$ cat src/rtl/adcsi_pkg.sv
package adcsi_pkg;
  localparam int unsigned AW = 3;
  localparam int unsigned SW = 16;
  localparam int unsigned MW = 8;

  typedef enum logic [AW-1:0] {
    A_STAT = 3'd0,
    A_CDAT = 3'd1,
    A_VDAT = 3'd2,
    A_MASK = 3'd3,
    A_THR  = 3'd4,
    A_MODE = 3'd5,
    A_FILT = 3'd6,
    A_CCFG = 3'd7
  } reg_addr_e;

  localparam int unsigned B_RDY_I = 0;
  localparam int unsigned B_RDY_V = 1;
  localparam int unsigned B_RDY_T = 2;
  localparam int unsigned B_THR   = 4;
  localparam int unsigned B_CONT  = 5;
  localparam int unsigned B_ERR_I = 12;
  localparam int unsigned B_ERR_V = 13;
  localparam int unsigned B_CAL   = 15;

  localparam int unsigned NCH = 2;
  localparam int unsigned CH_I = 0;
  localparam int unsigned CH_V = 1;
endpackage

$ cat src/rtl/adcsi_chan.sv
module adcsi_chan #(
  parameter int unsigned DW = 16
) (
  input  logic          clk,
  input  logic          rst_n,
  input  logic          vld,
  input  logic          en,
  input  logic          hold,
  input  logic          bypass,
  input  logic          ovr,
  input  logic          und,
  input  logic [DW-1:0] din,
  output logic          acc,
  output logic [DW-1:0] val,
  output logic [DW-1:0] data_q,
  output logic          err_q
);
  localparam logic [DW-1:0] PFS = {1'b0, {(DW-1){1'b1}}};
  localparam logic [DW-1:0] NFS = {1'b1, {(DW-1){1'b0}}};

  logic [DW-1:0] data_d;
  logic          err_d;

  always_comb begin
    if (ovr)      val = PFS;
    else if (und) val = NFS;
    else          val = din;
    acc    = vld & en & (~hold | bypass);
    data_d = data_q;
    err_d  = err_q;
    if (acc) begin
      data_d = val;
      err_d  = ovr | und;
    end
  end

  always_ff @(posedge clk or negedge rst_n) begin
    if (!rst_n) begin
      data_q <= '0;
      err_q  <= 1'b0;
    end else if (acc) begin
      data_q <= data_d;
      err_q  <= err_d;
    end
  end


  hold_off_chk: assert property (@(posedge clk) disable iff (!rst_n)
    (hold && !bypass) |=> $stable(data_q));


  clamp_hi_chk: assert property (@(posedge clk) disable iff (!rst_n)
    (vld && en && ovr && (!hold || bypass)) |=> (data_q == PFS && err_q));


  err_clr_chk: assert property (@(posedge clk) disable iff (!rst_n)
    (vld && en && !ovr && !und && (!hold || bypass)) |=> !err_q);


  bypass_chk: assert property (@(posedge clk) disable iff (!rst_n)
    (vld && en && bypass && !ovr && !und) |=> data_q == $past(din));
endmodule

$ cat src/rtl/adcsi_flags.sv
module adcsi_flags
  import adcsi_pkg::*;
(
  input  logic          clk,
  input  logic          rst_n,
  input  logic          acc_i,
  input  logic          acc_vt,
  input  logic          vt_sel,
  input  logic          vld_i,
  input  logic          i_en,
  input  logic          v_en,
  input  logic          t_en,
  input  logic          cal_done,
  input  logic          rd_cur,
  input  logic          rd_vt,
  input  logic          reconf,
  input  logic          cont_en,
  input  logic          cmp_en,
  input  logic          cmp_hit,
  input  logic          err_i,
  input  logic          err_vt,
  output logic          hold_i,
  output logic          hold_vt,
  output logic [SW-1:0] status
);
  logic rdy_i_q, rdy_v_q, rdy_t_q, thr_q, cont_q, cal_q;
  logic rdy_i_d, rdy_v_d, rdy_t_d, thr_d, cont_d, cal_d;
  logic clr_i, clr_vt;

  always_comb begin
    clr_i   = rd_cur | (rd_vt & ~i_en);
    clr_vt  = rd_cur | rd_vt;
    hold_i  = rdy_i_q & ~clr_i;
    hold_vt = (rdy_v_q | rdy_t_q) & ~clr_vt;
    rdy_i_d = hold_i | acc_i | (cal_done & i_en);
    rdy_v_d = (rdy_v_q & ~clr_vt) | (acc_vt & ~vt_sel) | (cal_done & v_en);
    rdy_t_d = (rdy_t_q & ~clr_vt) | (acc_vt & vt_sel) | (cal_done & t_en);
    cont_d  = (cont_q & ~rd_cur) | (vld_i & cont_en);
    thr_d   = (thr_q & ~reconf) | (acc_i & cmp_en & cmp_hit);
    cal_d   = (cal_q & ~reconf) | cal_done;
  end

  always_ff @(posedge clk or negedge rst_n) begin
    if (!rst_n) begin
      rdy_i_q <= 1'b0;
      rdy_v_q <= 1'b0;
      rdy_t_q <= 1'b0;
      thr_q   <= 1'b0;
      cont_q  <= 1'b0;
      cal_q   <= 1'b0;
    end else begin
      rdy_i_q <= rdy_i_d;
      rdy_v_q <= rdy_v_d;
      rdy_t_q <= rdy_t_d;
      thr_q   <= thr_d;
      cont_q  <= cont_d;
      cal_q   <= cal_d;
    end
  end

  always_comb begin
    status          = '0;
    status[B_RDY_I] = rdy_i_q;
    status[B_RDY_V] = rdy_v_q;
    status[B_RDY_T] = rdy_t_q;
    status[B_THR]   = thr_q;
    status[B_CONT]  = cont_q;
    status[B_ERR_I] = err_i;
    status[B_ERR_V] = err_vt;
    status[B_CAL]   = cal_q;
  end


  cur_rd_clr_chk: assert property (@(posedge clk) disable iff (!rst_n)
    (rd_cur && !acc_i && !acc_vt && !cal_done) |=> (status[2:0] == 3'b000));


  cont_clr_chk: assert property (@(posedge clk) disable iff (!rst_n)
    (rd_cur && !vld_i) |=> !status[B_CONT]);


  cal_set_chk: assert property (@(posedge clk) disable iff (!rst_n)
    cal_done |=> status[B_CAL]);
endmodule

$ cat src/rtl/adcsi_regs.sv
module adcsi_regs
  import adcsi_pkg::*;
#(
  parameter int unsigned DW = 16,
  parameter int unsigned BW = 16
) (
  input  logic          clk,
  input  logic          rst_n,
  input  logic          rd_en,
  input  logic          wr_en,
  input  logic [AW-1:0] addr,
  input  logic [BW-1:0] wdata,
  input  logic [SW-1:0] status,
  input  logic [DW-1:0] cur_data,
  input  logic [DW-1:0] vt_data,
  output logic [BW-1:0] rdata,
  output logic          rd_cur,
  output logic          rd_vt,
  output logic          reconf,
  output logic          cont_en,
  output logic          cmp_en,
  output logic [DW-1:0] thresh,
  output logic [MW-1:0] mask
);
  logic [BW-1:0] filt_q, rmux;
  logic [MW-1:0] mask_d;
  logic [DW-1:0] thr_d;
  logic [BW-1:0] filt_d;
  logic          cont_d, cmp_d;
  logic          we_mask, we_thr, we_mode, we_filt, we_ccfg;

  always_comb begin
    rd_cur  = rd_en & (addr == A_CDAT);
    rd_vt   = rd_en & (addr == A_VDAT);
    we_mask = wr_en & (addr == A_MASK);
    we_thr  = wr_en & (addr == A_THR);
    we_mode = wr_en & (addr == A_MODE);
    we_filt = wr_en & (addr == A_FILT);
    we_ccfg = wr_en & (addr == A_CCFG);
    reconf  = we_mode | we_filt | we_ccfg;
    mask_d  = we_mask ? wdata[MW-1:0] : mask;
    thr_d   = we_thr  ? DW'(wdata)    : thresh;
    cont_d  = we_mode ? wdata[0]      : cont_en;
    filt_d  = we_filt ? wdata         : filt_q;
    cmp_d   = we_ccfg ? wdata[0]      : cmp_en;
    case (addr)
      A_STAT:  rmux = BW'(status);
      A_CDAT:  rmux = BW'($signed(cur_data));
      A_VDAT:  rmux = BW'($signed(vt_data));
      A_MASK:  rmux = BW'(mask);
      A_THR:   rmux = BW'(thresh);
      A_MODE:  rmux = BW'(cont_en);
      A_FILT:  rmux = filt_q;
      default: rmux = BW'(cmp_en);
    endcase
  end

  always_ff @(posedge clk or negedge rst_n) begin
    if (!rst_n) begin
      mask    <= '0;
      thresh  <= '0;
      cont_en <= 1'b0;
      filt_q  <= '0;
      cmp_en  <= 1'b0;
      rdata   <= '0;
    end else begin
      mask    <= mask_d;
      thresh  <= thr_d;
      cont_en <= cont_d;
      filt_q  <= filt_d;
      cmp_en  <= cmp_d;
      if (rd_en) rdata <= rmux;
    end
  end
endmodule

$ cat src/rtl/adc_stat_irq.sv
module adc_stat_irq
  import adcsi_pkg::*;
#(
  parameter int unsigned DW = 16,
  parameter int unsigned BW = 16
) (
  input  logic          clk,
  input  logic          rst_n,
  input  logic          bus_rd,
  input  logic          bus_wr,
  input  logic [AW-1:0] bus_addr,
  input  logic [BW-1:0] bus_wdata,
  output logic [BW-1:0] bus_rdata,
  input  logic          i_vld,
  input  logic [DW-1:0] i_data,
  input  logic          i_ovr,
  input  logic          i_und,
  input  logic          vt_vld,
  input  logic          vt_sel,
  input  logic [DW-1:0] vt_data,
  input  logic          vt_ovr,
  input  logic          vt_und,
  input  logic          cal_done,
  input  logic          i_en,
  input  logic          v_en,
  input  logic          t_en,
  input  logic          core_pd,
  output logic          irq
);
  logic          rs_q1, rs_q2, rst_s;
  logic [SW-1:0] status;
  logic [MW-1:0] mask;
  logic [DW-1:0] thresh;
  logic          rd_cur, rd_vt, reconf, cont_en, cmp_en, cmp_hit;
  logic          hold_i, hold_vt;

  logic          c_vld  [NCH];
  logic          c_en   [NCH];
  logic          c_hold [NCH];
  logic          c_ovr  [NCH];
  logic          c_und  [NCH];
  logic [DW-1:0] c_din  [NCH];
  logic          c_acc  [NCH];
  logic [DW-1:0] c_val  [NCH];
  logic [DW-1:0] c_data [NCH];
  logic          c_err  [NCH];
  logic [DW:0]   i_ext, i_mag;

  always_ff @(posedge clk or negedge rst_n) begin
    if (!rst_n) begin
      rs_q1 <= 1'b0;
      rs_q2 <= 1'b0;
    end else begin
      rs_q1 <= 1'b1;
      rs_q2 <= rs_q1;
    end
  end
  assign rst_s = rs_q2;

  always_comb begin
    c_vld[CH_I]  = i_vld;
    c_en[CH_I]   = i_en;
    c_hold[CH_I] = hold_i;
    c_ovr[CH_I]  = i_ovr;
    c_und[CH_I]  = i_und;
    c_din[CH_I]  = i_data;
    c_vld[CH_V]  = vt_vld;
    c_en[CH_V]   = vt_sel ? t_en : v_en;
    c_hold[CH_V] = hold_vt;
    c_ovr[CH_V]  = vt_ovr;
    c_und[CH_V]  = vt_und;
    c_din[CH_V]  = vt_data;
  end

  for (genvar g = 0; g < NCH; g++) begin : g_ch
    adcsi_chan #(.DW(DW)) u_ch (
      .clk   (clk),
      .rst_n (rst_s),
      .vld   (c_vld[g]),
      .en    (c_en[g]),
      .hold  (c_hold[g]),
      .bypass(core_pd),
      .ovr   (c_ovr[g]),
      .und   (c_und[g]),
      .din   (c_din[g]),
      .acc   (c_acc[g]),
      .val   (c_val[g]),
      .data_q(c_data[g]),
      .err_q (c_err[g])
    );
  end

  always_comb begin
    i_ext   = {c_val[CH_I][DW-1], c_val[CH_I]};
    i_mag   = i_ext[DW] ? (~i_ext + 1'b1) : i_ext;
    cmp_hit = i_mag > {1'b0, thresh};
  end

  adcsi_flags u_flags (
    .clk     (clk),
    .rst_n   (rst_s),
    .acc_i   (c_acc[CH_I]),
    .acc_vt  (c_acc[CH_V]),
    .vt_sel  (vt_sel),
    .vld_i   (i_vld),
    .i_en    (i_en),
    .v_en    (v_en),
    .t_en    (t_en),
    .cal_done(cal_done),
    .rd_cur  (rd_cur),
    .rd_vt   (rd_vt),
    .reconf  (reconf),
    .cont_en (cont_en),
    .cmp_en  (cmp_en),
    .cmp_hit (cmp_hit),
    .err_i   (c_err[CH_I]),
    .err_vt  (c_err[CH_V]),
    .hold_i  (hold_i),
    .hold_vt (hold_vt),
    .status  (status)
  );

  adcsi_regs #(.DW(DW), .BW(BW)) u_regs (
    .clk     (clk),
    .rst_n   (rst_s),
    .rd_en   (bus_rd),
    .wr_en   (bus_wr),
    .addr    (bus_addr),
    .wdata   (bus_wdata),
    .status  (status),
    .cur_data(c_data[CH_I]),
    .vt_data (c_data[CH_V]),
    .rdata   (bus_rdata),
    .rd_cur  (rd_cur),
    .rd_vt   (rd_vt),
    .reconf  (reconf),
    .cont_en (cont_en),
    .cmp_en  (cmp_en),
    .thresh  (thresh),
    .mask    (mask)
  );

  assign irq = |(status[MW-1:0] & mask);


  irq_src_chk: assert property (@(posedge clk) disable iff (!rst_s)
    irq |-> (|status[MW-1:0]));


  thr_clr_chk: assert property (@(posedge clk) disable iff (!rst_s)
    (reconf && !c_acc[CH_I]) |=> !status[B_THR]);
endmodule

$ cat config.mk
export PLATFORM = sky130hd
export DESIGN_NAME = adc_stat_irq
export DESIGN_NICKNAME = d
export VERILOG_FILES = /design/src/rtl/adcsi_pkg.sv /design/src/rtl/adcsi_chan.sv /design/src/rtl/adcsi_flags.sv /design/src/rtl/adcsi_regs.sv /design/src/rtl/adc_stat_irq.sv
export SDC_FILE = /design/constraint.sdc
export NUM_CORES = 1
export LEC_CHECK = 0
export ABC_AREA = 1
export BUFFER_PORTS_ARGS = -buffer_cell sky130_fd_sc_hd__buf_2
export CAP_MARGIN = 30
export CORE_UTILIZATION = 52
export DETAILED_ROUTE_END_ITERATION = 8
export PLACE_DENSITY = 0.78
export SLEW_MARGIN = 20
export SYNTH_ARGS = -nofsm -noshare
export SYNTH_HDL_FRONTEND = slang
export SYNTH_SLANG_ARGS = --single-unit
$ cat constraint.sdc
create_clock -name clk -period 2.7 [get_ports clk]
set_input_delay 0.405 -clock clk [delete_from_list [all_inputs] [get_ports clk]]
set_output_delay 0.405 -clock clk [all_outputs]
set_load 0.02 [all_outputs]
## Word level (Yosys, flattened, before mapping)

Index checks and enable logic that the tools add are counted.

- Output and inout bits: 17
- Register bits after elaboration: 100
- Word-level logic and storage cells: 91

- Order comparisons: 1
- Bitwise operators: 55
- $add $sub $neg: 1
- Reductions and logical operators: 2
- Equal/unequal tests: 7
- Mux-type cells: 7

Operators by type and width:

| operator | number |
|---|---|
| 16-bit one-hot mux with 7 select lines | 1 |
| 16-bit 2-to-1 mux | 4 |
| 1-bit bitwise AND | 27 |
| 1-bit bitwise OR | 18 |
| 17-bit by 1-bit adder with 17-bit output (second input constant) | 1 |
| 17-bit by 16-bit > comparator with 1-bit output | 1 |
| 17-bit 2-to-1 mux | 1 |
| 17-bit NOT | 1 |
| 3-bit == test (second input constant) | 4 |
| 6-bit by 8-bit bitwise AND with 8-bit output | 1 |
| 1-bit NOT | 8 |
| 8-bit OR reduction | 1 |
| 3-bit by 2-bit == test with 1-bit output (second input constant) | 2 |
| 3-bit by 1-bit == test with 1-bit output (second input constant) | 1 |
| 3-bit zero test | 1 |
| 1-bit 2-to-1 mux | 1 |

## Depth between registers and ports, before layout

Gate-level depths: netlist (run 1).

- Depth after elaboration: 12
- Mapped depth: 24

## By module

A second synthesis (run 1) with hierarchy kept.

- Cell total of the unflattened synthesis: 842
- Area, all modules: 6124.6 um^2

By module, submodules not included:

| module | cells an instance | instances | area an instance (um^2) |
|---|---|---|---|
| adcsi_regs | 401 | 1 | 3114.2 |
| adcsi_chan | 113 | 2 | 832.0 |
| adc_stat_irq | 165 | 1 | 957.2 |
| adcsi_flags | 50 | 1 | 389.1 |

## Worst setup path before layout (run 1)

OpenSTA, ideal clock, no wires.

- Path kind: input port to flip-flop
- Start: in i_und
- End: reg u_flags.thr_q
- Buffers on the path: 1
- Required time: 2.635 ns
- Cell stages on the path: 22
- Setup slack: 0.112 ns
- Setup time: 0.065 ns
- Arrival time: 2.523 ns
- Cell sequence: inv_2 -> clkbuf_1 -> a21oi_1 -> ha_1 -> inv_1 -> a21oi_1 -> nand2_1 -> nor2_1 -> nand2_1 -> nand2_1 -> nand3_1 -> nand2_1 -> inv_1 -> ha_1 -> nand2_1 -> nor2_1 -> nand2_1 -> nor3_1 -> o21ai_0 -> nand2_1 -> nand2_1 -> nand2_1

- Word-level cells in the longest chain between the ends: 8

RTL lines:

| item | RTL line | text |
|---|---|---|
| start: declaration | adc_stat_irq.sv:17 | `input logic i_und,` |
| 16-bit 2-to-1 mux (*) | adcsi_chan.sv:26 | `else if (und) val = NFS;` |
| 16-bit 2-to-1 mux (*) | adcsi_chan.sv:25 | `if (ovr) val = PFS;` |
| 17-bit NOT | adc_stat_irq.sv:95 | `i_mag = i_ext[DW] ? (~i_ext + 1'b1) : i_ext;` |
| 17-bit by 1-bit adder with 17-bit output | adc_stat_irq.sv:95 |  |
| 17-bit 2-to-1 mux (*) | adc_stat_irq.sv:95 |  |
| 17-bit by 16-bit > comparator with 1-bit output (*) | adc_stat_irq.sv:96 | `cmp_hit = i_mag > {1'b0, thresh};` |
| 1-bit bitwise AND (*) | adcsi_flags.sv:39 | `thr_d = (thr_q & ~reconf) \| (acc_i & cmp_en & cmp_hit);` |
| 1-bit bitwise OR (*) | adcsi_flags.sv:39 |  |
| net u_flags.thr_d | adcsi_flags.sv:27 | `logic rdy_i_d, rdy_v_d, rdy_t_d, thr_d, cont_d, cal_d;` |
| end signal: assignment | adcsi_flags.sv:55 | `thr_q <= thr_d;` |
| end: declaration | adcsi_flags.sv:26 | `logic rdy_i_q, rdy_v_q, rdy_t_q, thr_q, cont_q, cal_q;` |

Mark *: on every way through the listed nets, which the timed path passes. The rest lies on a longest branch.
A chain may end at the register's enable or synchronous reset.

## Final worst setup path (run 1)

Ends and elaborated chain as after synthesis.

==> qor.yml, run 1 <==
min_path:
  hp-class: "input pin to flop"
  min_delay_path_depth: 3
  holdCritStartpoint: "v_en"
  holdPathEnd: "u_flags.rdy_v_q$_DFF_PN0_"
floorplan:
  core_area_um2: 10300
  io_pins: 84
  std_cell_rows: 37
  chipHeight_um: 105
  die-area_um2: 11100
  die_x_um: 105
  initial_core_util: 0.537
global_routing:
  grt_pass1_wl_um: 24400
  grt_overflow_total: 0
  grt_pass1_vias: 5155
  antenna_found_initial: 0
  grt_max_degree: 51
  grt_usage: 0.280
timing:
  fin_crit_sh: 0.907
  tightest_slew_ps: 717
  hold_viol_final: 0
  fmax_mhz: 408
  finClkSkew_ps: 13.3
  holdWs_ps: 238
  finalMaxSlewViolations: 0
  post-route-min-period_ps: 2450
  worst_slew_margin_rel: 0.520
  setup_viol: 0
  rsz0062_at_grt: "no"
critical_path:
  cp-end-kind: "flop"
  worstPathArrival_ps: 2780
  rr_worst_depth: 10
  max_stage_delay_ps: 280
  r2r_setup_slack_ps: 1160
  r2r_end: "u_flags.thr_q$_DFF_PN0_"
  cp.required_ps: 3030
  crit_path_cell_trace: "buf_2 -> inv_2 -> buf_4 -> a21oi_1 -> nand2_1 -> nor2_1 -> nand3_1 -> nand2_1 -> nand2_1 -> nand2_1 -> inv_1 -> ha_1 -> nand2_1 -> nor2_1 -> nand2_1 -> nor3_1 -> o21ai_0 -> nand2_1 -> nand2_1 -> nand2_1"
  cpMaxStageDelayCell: "ha_1"
  crit_family: "simple AND/OR/NAND/NOR gates"
  critPathMostFrequentCell: "nand2_1"
  regToRegStartpoint: "u_regs.thresh[14]$_DFFE_PN0P_"
  critPathBufInv: 4
  critPathKind: "input pin to flop"
  start_kind: "input pin"
  crit_path_max_fanout: 5
layout:
  layout-drive-gt1-share: 0.170
  nFillCells: 941
  nNetsFinal: 952
  seq_area_um2: 2510
  area_growth_pct: 15.9
  fin_area_um2: 6420
  antenna_cells: 0
  multiInputGateArea_um2: 2580
drt:
  wl_per_cell_um: 14.5
  drtPass1Iterations: 5
  wirelength_um: 14700
  drc: 0
  vias: 5325
  viasPerCell: 5.28
  antenna_left: 0
  drt_iter0_drc: 347
cts:
  cts-htree-levels: 3
  tritoncts: "built"
  cts_buffers: 9
  clkTransAtPathRegs_ps: 100
  postCtsSetupRepairBufs: 0
  cts_num_sinks: 100
  root_buffer: "clkbuf_8"
  clock_latency_ps: 390
  cts_buffer_depth: 2
synth:
  synth-async-reset-ratio: 1.00
  syn-cell-area_um2: 5540
  yosys-top-cells-count: "324 x nand2_1, 100 x dfrtp_1, 84 x inv_1, 74 x o21ai_0, 42 x nand3_1"
  ys_seq_elements: 100
  yosys-top-cells-area: "dfrtp_1 45%, nand2_1 22%, o21ai_0 6.7%"
  synth_seq_area_share: 0.451
  synth_warnings: 0
  synth-edff-count: 0
  synth_nets: 857
  yosysMostFrequentCell: "nand2_1"
  synth_cell_types: 31
  synth.avg_cell_area_um2: 7.17
  synthFlopType: "dfrtp_1"
  yosys.area.top_type_share: 0.451
  synth_top_area_cell: "dfrtp_1"
  syn_inst: 773
placed_design:
  place_hpwl_um: 11200
  io_buffers: 83
  place_congestion: 0.895
  placed_area_um2: 6230
power:
  ir_drop_uv: 505
  total_power_uw: 3770
  power_density_nw_per_um2: 587
  leakage_uw: 0.00354
run_status:
  status: "finished, final reports clean"
job:
  max_cap_violations: 0
kinds of logic (layout without fill, tap and decap cells):
| kind of cell | after synthesis | count (layout) | share of synthesized area |
|---|---|---|---|
| AO/OA/AOI/OAI | 128 | 128 | 0.126 |
| XOR/XNOR | 1 | 1 | 0.00158 |
| adder cells (fa/ha/maj) | 17 | 17 | 0.0384 |
| buffers and inverters | 118 | 218 | 0.0853 |
| flip-flops | 100 | 100 | 0.451 |
| other | 1 | 1 | 0.000676 |
| AND/OR/NAND/NOR | 408 | 408 | 0.296 |
stage by stage:
step	worst slack, ps	cells	TNS, ps	utilization
6_report	251	1009	0	0.622
5_1_grt	2.26	1009	0	0.622
4_1_cts	280	1009	0	0.621
3_5_place_dp	-129	992	-129	0.603
3_3_place_gp	19.4	992	0	0.603
2_1_floorplan	112	773	0	-
area by class of cell:
type / instances / share of cell area
inverter: 91 / 0.0532
clock inverter: 7 / 0.00779
clock buffer: 9 / 0.0193
multi-input combinational: 555 / 0.401
tap: 136 / 0.0265
sequential: 100 / 0.390
timing repair buffer: 111 / 0.102
worst max-delay path by stage:
stage / start / endpoint / slack, ps / cells after the start
after detailed placement: i_und / u_flags.thr_q$_DFF_PN0_ / -130 / 22
after CTS: i_und / u_flags.thr_q$_DFF_PN0_ / 280 / 22
after floorplan: i_und / u_flags.thr_q$_DFF_PN0_ / 110 / 22
final: i_und / u_flags.thr_q$_DFF_PN0_ / 250 / 20
after global placement: i_und / u_flags.thr_q$_DFF_PN0_ / 20 / 22
after global routing: i_und / u_flags.thr_q$_DFF_PN0_ / 2 / 22
state kept, by name, indices dropped and copies added, names as in the netlist, 2 cells and up:
name	cells
u_regs.rdata	16
u_regs.mask	8
u_regs.thresh	16
g_ch.u_ch.data_q	32
u_regs.filt_q	16
g_ch.u_ch.err_q	2
layout by cell type (no fill, tap or decap), types with 2 or more instances in the layout:
cell and count:
nand2_1 324, dfrtp_1 99, inv_1 84, buf_2 83
o21ai_0 74, nand3_1 42, nor2_1 25, buf_4 25
a21oi_1 18, ha_1 17, o21ai_1 14, clkbuf_8 9
inv_2 7, o211ai_1 6, a21oi_2 5, nand4_1 5
o2111ai_1 5, nor3_1 4, nor2_2 3, o22ai_1 3
clkinvlp_4 3, clkinv_2 2, inv_6 2, buf_12 2
metal layers:
metal,up-vias,share of wire,track usage
met5,-,0,0
met4,0,0.027,0.0936
met3,23,0.048,0.0594
met2,152,0.50,0.481
met1,2506,0.43,0.349
li1,2644,-,-
report_power, final:
part | switching (µW) | internal, µW
Clock | 548 | 338
Sequential | 174 | 1770
Combinational | 585 | 357
worst register-to-register path, delay by kind of cell (launching register included):
family	cells	cell delay, ps
AO/OA/AOI/OAI	1	110
adder cells (fa/ha/maj)	1	300
buffers and inverters	1	80
flip-flops	1	370
AND/OR/NAND/NOR	7	630
timing repair:
action                     in CTS  in global routing
setup endpoints to repair       0                  1
gates resized for setup         0                  3
hold endpoints to repair        2                  0
hold buffers                    1                  0
Note: power is estimated with default switching activity, not from simulation.
==> run 2, diff against run 1 <==
--- a/config.mk
+++ b/config.mk
@@ -5,7 +5,6 @@
 export SDC_FILE = /design/constraint.sdc
 export NUM_CORES = 1
 export LEC_CHECK = 0
-export ABC_AREA = 1
 export BUFFER_PORTS_ARGS = -buffer_cell sky130_fd_sc_hd__buf_2
 export CAP_MARGIN = 30
 export CORE_UTILIZATION = 52
==> qor.yml, run 2 <==
run_status:
  status: "finished, final reports clean"
critical_path:
  worstPathArrival_ps: 2820
  r2r_setup_slack_ps: 950
  rr_worst_depth: 7
  regToRegStartpoint: "u_regs.thresh[11]$_DFFE_PN0P_"
  crit_path_max_fanout: 5
  r2r_end: "u_flags.thr_q$_DFF_PN0_"
  start_kind: "input pin"
  cp.required_ps: 2920
  cp-end-kind: "flop"
  critPathKind: "input pin to flop"
layout:
  layout-drive-gt1-share: 0.282
  fin_util: 0.638
  largest_register_ffs: 32
  antenna_cells: 0
  multiInputGateArea_um2: 2780
  nFillCells: 834
  finalNonFillerCells: 827
  layout_commonest_cell: "dfrtp_1"
  area_growth_pct: 19.1
  top_register: "g_ch.u_ch.data_q"
  layout_common_cells: "99 x dfrtp_1, 83 x buf_2, 75 x a21oi_1"
  seq_area_um2: 2510
  nNetsFinal: 770
cts:
  cts_buffer_depth: 2
  cts_buffers: 9
  tritoncts: "built"
  root_buffer: "clkbuf_8"
  cts-htree-levels: 3
  clkTransAtPathRegs_ps: 100
  cts_num_sinks: 100
  clock_latency_ps: 370
synth:
  synth_warnings: 0
  syn-cell-area_um2: 5530
  synth-async-reset-ratio: 1.00
  synth_top_area_cell: "dfrtp_1"
  yosys-top-cells-count: "100 x dfrtp_1, 77 x a21oi_1, 60 x nor2_1, 42 x nand2_1, 42 x o21ai_0"
  synth_seq_area_share: 0.452
  syn_inst: 586
  ys_seq_elements: 100
  yosys-top-cells-area: "dfrtp_1 45%, a21oi_1 7.0%, mux2_2 6.3%"
  synthFlopType: "dfrtp_1"
  yosys.area.top_type_share: 0.452
  synth_cell_types: 57
  synth_nets: 670
  synth.avg_cell_area_um2: 9.44
  synth-edff-count: 0
  yosysMostFrequentCell: "dfrtp_1"
drt:
  drc: 0
  vias: 4887
  drtPass1Iterations: 6
  wl_per_cell_um: 17.5
  wirelength_um: 14500
  viasPerCell: 5.91
  antenna_left: 0
  drt_iter0_drc: 516
global_routing:
  antenna_found_initial: 0
  grt_pass1_wl_um: 23400
  grt_overflow_total: 0
  grt_max_degree: 56
  grt_pass1_vias: 4797
  grt_usage: 0.272
floorplan:
  io_pins: 84
  core_area_um2: 10300
  die-area_um2: 11100
  std_cell_rows: 37
  chipHeight_um: 105
  initial_core_util: 0.536
  die_x_um: 105
placed_design:
  io_buffers: 83
  place_congestion: 0.888
  place_hpwl_um: 10900
  dp.cells: 805
  dp_slack_ps: -501
timing:
  finClkSkew_ps: 18.7
  worst_slack_ps: 98.0
  worst_slew_margin_rel: 0.581
  finalMaxSlewViolations: 0
  fmax_mhz: 384
  hold_viol_final: 0
  post-route-min-period_ps: 2600
  tightest_slew_ps: 629
  setup_viol: 0
  fin_crit_sh: 0.964
min_path:
  holdCritStartpoint: "bus_wdata[13]"
  hp-class: "input pin to flop"
  holdPathEnd: "u_regs.thresh[13]$_DFFE_PN0P_"
  min_delay_path_depth: 3
job:
  max_cap_violations: 0
power:
  ir_drop_uv: 346
  power_density_nw_per_um2: 631
  leakage_uw: 0.00298
## run 2: cell count changes in the layout (fill, tap and decap cells not counted), moves of 9 or more
cell / previous run / this run
mux2_2: 0 / 31
o21ai_1: 14 / 1
buf_4: 25 / 40
a22oi_1: 0 / 9
a21o_1: 0 / 11
nand3_1: 42 / 5
nor2_1: 25 / 60
nand2_1: 324 / 42
inv_1: 84 / 34
nor2b_1: 0 / 11
o21ai_0: 74 / 40
mux2i_1: 0 / 15
a21oi_1: 18 / 75
## run 2: stage by stage
step	instance area (µm²)	hold slack (ps)	power [µW]	setup TNS (ps)
after floorplan	5540	109	2620	-279
after global routing	6590	247	4370	-34.4
after CTS	6490	250	4130	0
final	6590	252	4160	0
after detailed placement	6230	193	3000	-501
after global placement	6230	189	2950	-249
## run 2: cell families after synthesis
| logic type | count (synthesis) | share of synthesized area |
|---|---|---|
| multiplexers | 49 | 0.102 |
| adder cells (fa/ha/maj) | 17 | 0.0385 |
| XOR/XNOR | 6 | 0.00950 |
| AO/OA/AOI/OAI | 195 | 0.219 |
| buffers and inverters | 72 | 0.0572 |
| other | 1 | 0.000678 |
| flip-flops | 100 | 0.452 |
| AND/OR/NAND/NOR | 146 | 0.120 |
## run 2: worst max-delay path by stage
stage                     slack (ps)  cells after the start  start                       to
after global placement          -250                     15  i_und  u_flags.thr_q$_DFF_PN0_
after detailed placement        -500                     15  i_und  u_flags.thr_q$_DFF_PN0_
final                            100                     16  i_und  u_flags.thr_q$_DFF_PN0_
after global routing             -30                     13  i_ovr  u_flags.thr_q$_DFF_PN0_
after floorplan                 -280                     15  i_und  u_flags.thr_q$_DFF_PN0_
after CTS                          7                     15  i_und  u_flags.thr_q$_DFF_PN0_
## run 2: worst max-delay path: stages
cell and delay (ps):
buf_2 100, inv_2 60, a21oi_2 170, ha_2 200, nor2b_4 160, o21ai_4 90
buf_4 160, buf_4 130, o22a_1 180, a21o_1 180, ha_1 290, nand2_1 90
nor4_4 240, nand4_1 130, a31oi_1 170, a41oi_1 60
## run 2: final cells by class
type,instances,area share
clock buffer,11,0.0200
clock inverter,5,0.0167
inverter,35,0.0200
multi-input combinational,414,0.422
sequential,100,0.381
tap,136,0.0258
timing repair buffer,126,0.115
## run 2: timing repair
item | 4_1_cts | 5_1_grt
hold buffers | 1 | 0
endpoints found under the hold margin | 2 | 0
resized for setup | 2 | 14
pin swaps | 1 | 13
setup buffers | 0 | 5
endpoints found under the setup margin | 1 | 1
gates cloned | 0 | 0
## run 2: routing by layer
metal	vias to the layer above	GRT usage	share of wire
met5	-	0	0
met3	38	0.0412	0.067
met4	0	0.108	0.030
met2	206	0.442	0.48
met1	2370	0.367	0.42
li1	2273	-	-
## run 2: power breakdown
part / internal, µW / switching, µW
clock network: 625 / 519
logic: 467 / 571
registers: 1780 / 197
==> run 3, diff against run 2 <==
--- a/config.mk
+++ b/config.mk
@@ -9,6 +9,8 @@
 export CAP_MARGIN = 30
 export CORE_UTILIZATION = 52
 export DETAILED_ROUTE_END_ITERATION = 8
+export GPL_TIMING_DRIVEN = 0
+export HOLD_SLACK_MARGIN = 0.15
 export PLACE_DENSITY = 0.78
 export SLEW_MARGIN = 20
 export SYNTH_ARGS = -nofsm -noshare
==> constraint.sdc (replaced) <==
create_clock -name clk -period 2.7 [get_ports clk]
set_input_delay 0.405 -clock clk [delete_from_list [all_inputs] [get_ports clk]]
set_output_delay 0.405 -clock clk [all_outputs]
set_load 0.05 [all_outputs]
==> qor.yml, run 3 (synthesized netlist as in run 2, its figures left out) <==
run_status:
  status: "complete, but fails checks"
  violations: "negative setup slack"
critical_path:
  start_kind: "input pin"
  cp-end-kind: "flop"
  worstPathArrival_ps: 3020
  critPathKind: "input pin to flop"
  rr_worst_depth: 7
  startpoint: "i_und"
  crit_path_max_fanout: 6
  r2r_setup_slack_ps: 760
  regToRegStartpoint: "u_regs.thresh[11]$_DFFE_PN0P_"
  r2r_end: "u_flags.thr_q$_DFF_PN0_"
  cp.required_ps: 2920
  crit_end: "u_flags.thr_q$_DFF_PN0_"
drt:
  wirelength_um: 15900
  antenna_left: 0
  viasPerCell: 6.09
  vias: 5101
  drc: 0
  drtPass1Iterations: 5
  drt_iter0_drc: 490
  wl_per_cell_um: 19.0
global_routing:
  grt_pass1_wl_um: 24600
  antenna_found_initial: 0
  grt_overflow_total: 0
  grt_usage: 0.293
  grt_max_degree: 55
  grt_pass1_vias: 4851
timing:
  worst_slew_margin_rel: 0.595
  finalMaxSlewViolations: 0
  fmax_mhz: 357
  hold_viol_final: 0
  post-route-min-period_ps: 2800
  worst_slack_ps: -99.0
  setup_viol: 1
  finClkSkew_ps: 10.5
  rsz0062_at_grt: "yes"
  fin_crit_sh: 1.04
  tightest_slew_ps: 608
layout:
  top_register: "g_ch.u_ch.data_q"
  layout-drive-gt1-share: 0.282
  nNetsFinal: 780
  fin_area_um2: 6670
  layout_common_cells: "99 x dfrtp_1, 93 x buf_2, 75 x a21oi_1"
  antenna_cells: 0
  layout_commonest_cell: "dfrtp_1"
  area_growth_pct: 20.5
  largest_register_ffs: 32
min_path:
  hp-class: "input pin to flop"
  min_delay_path_depth: 2
placed_design:
  place_hpwl_um: 11800
  place_congestion: 0.918
  placed_area_um2: 6140
  io_buffers: 81
power:
  comb_power_share: 0.287
  p_int_uw: 2690
  leakage_uw: 0.00298
  swShare: 0.346
  p_switching_uw: 1420
  power_density_nw_per_um2: 617
  total_power_uw: 4110
  pwr-share-clk: 0.233
  ir_drop_uv: 353
  pwr-share-seq: 0.480
cts:
  root_buffer: "clkbuf_8"
  cts-htree-levels: 3
  clkTransAtPathRegs_ps: 100
  cts_buffer_depth: 2
  cts_num_sinks: 100
  clock_latency_ps: 370
  cts_buffers: 9
  tritoncts: "built"
floorplan:
  initial_core_util: 0.536
  std_cell_rows: 37
  io_pins: 84
  die_x_um: 105
  core_area_um2: 10300
  die-area_um2: 11100
  chipHeight_um: 105
job:
  max_cap_violations: 0
[run 3: how the worst min path moves through the flow]
stage                              from                            end  slack (ps)
after floorplan                   rst_n                rs_q1$_DFF_PN0_         110
after global placement            rst_n                rs_q1$_DFF_PN0_         190
after detailed placement          rst_n                rs_q1$_DFF_PN0_         190
after CTS                 bus_wdata[12]  u_regs.thresh[12]$_DFFE_PN0P_         260
after global routing      bus_wdata[15]  u_regs.thresh[15]$_DFFE_PN0P_         270
final                            vt_sel      u_flags.rdy_v_q$_DFF_PN0_         270
[run 3: timing repair]
| item | in CTS | in global routing |
|---|---|---|
| cloned | 0 | 0 |
| endpoints found under the hold margin | 2 | 0 |
| setup endpoints to repair | 1 | 1 |
| gates resized for setup | 24 | 21 |
| setup buffers | 4 | 12 |
| hold buffers | 1 | 0 |
| pin swaps | 9 | 14 |
[run 3: per-stage QoR]
stage	setup slack [ps]	cells	TNS [ps]	hold slack, ps	util
floorplan	-279	586	-279	109	-
global placement	-1090	803	-1090	189	0.592
detailed placement	-1140	804	-1140	193	0.595
CTS	12.9	825	0	264	0.629
global route	-219	837	-219	267	0.646
finish	-99.0	837	-99.0	273	0.646
[run 3: power by group through the flow]
stage	Sequential (µW)	Combinational, µW	Clock [µW]
floorplan	2070	642	0
global placement	2000	1020	0
detailed placement	2000	1080	0
CTS	1970	1120	964
global route	2000	1280	1030
finish	1970	1180	957
[run 3: critical path, stage by stage]
cell and delay (ps):
buf_12 90, inv_8 30, clkbuf_16 150, a21oi_4 170
ha_4 150, nor2b_4 150, o21ai_4 100, or2_4 260
a32oi_2 160, a21o_1 200, ha_4 150, nand4_1 170
nor4_4 340, nand4_1 150, a31oi_2 270, a41oi_2 60
[run 3: final cells by class]
cell class                      count  area, µm²
Clock inverter                      6       63.8
Timing Repair Buffer               99        579
Clock buffer                       10        128
Multi-Input combinational cell    414       2860
Buffer                             37        219
Inverter                           35        139
Tap cell                          136        170
Fill cell                         841       3660
Sequential cell                   100       2510
[run 3: per-layer routing]
metal,vias to the layer above,part of all wire,GRT usage
met5,-,0,0
met4,0,0.029,0.108
met3,46,0.086,0.0449
met2,261,0.48,0.474
met1,2498,0.41,0.399
li1,2296,-,-
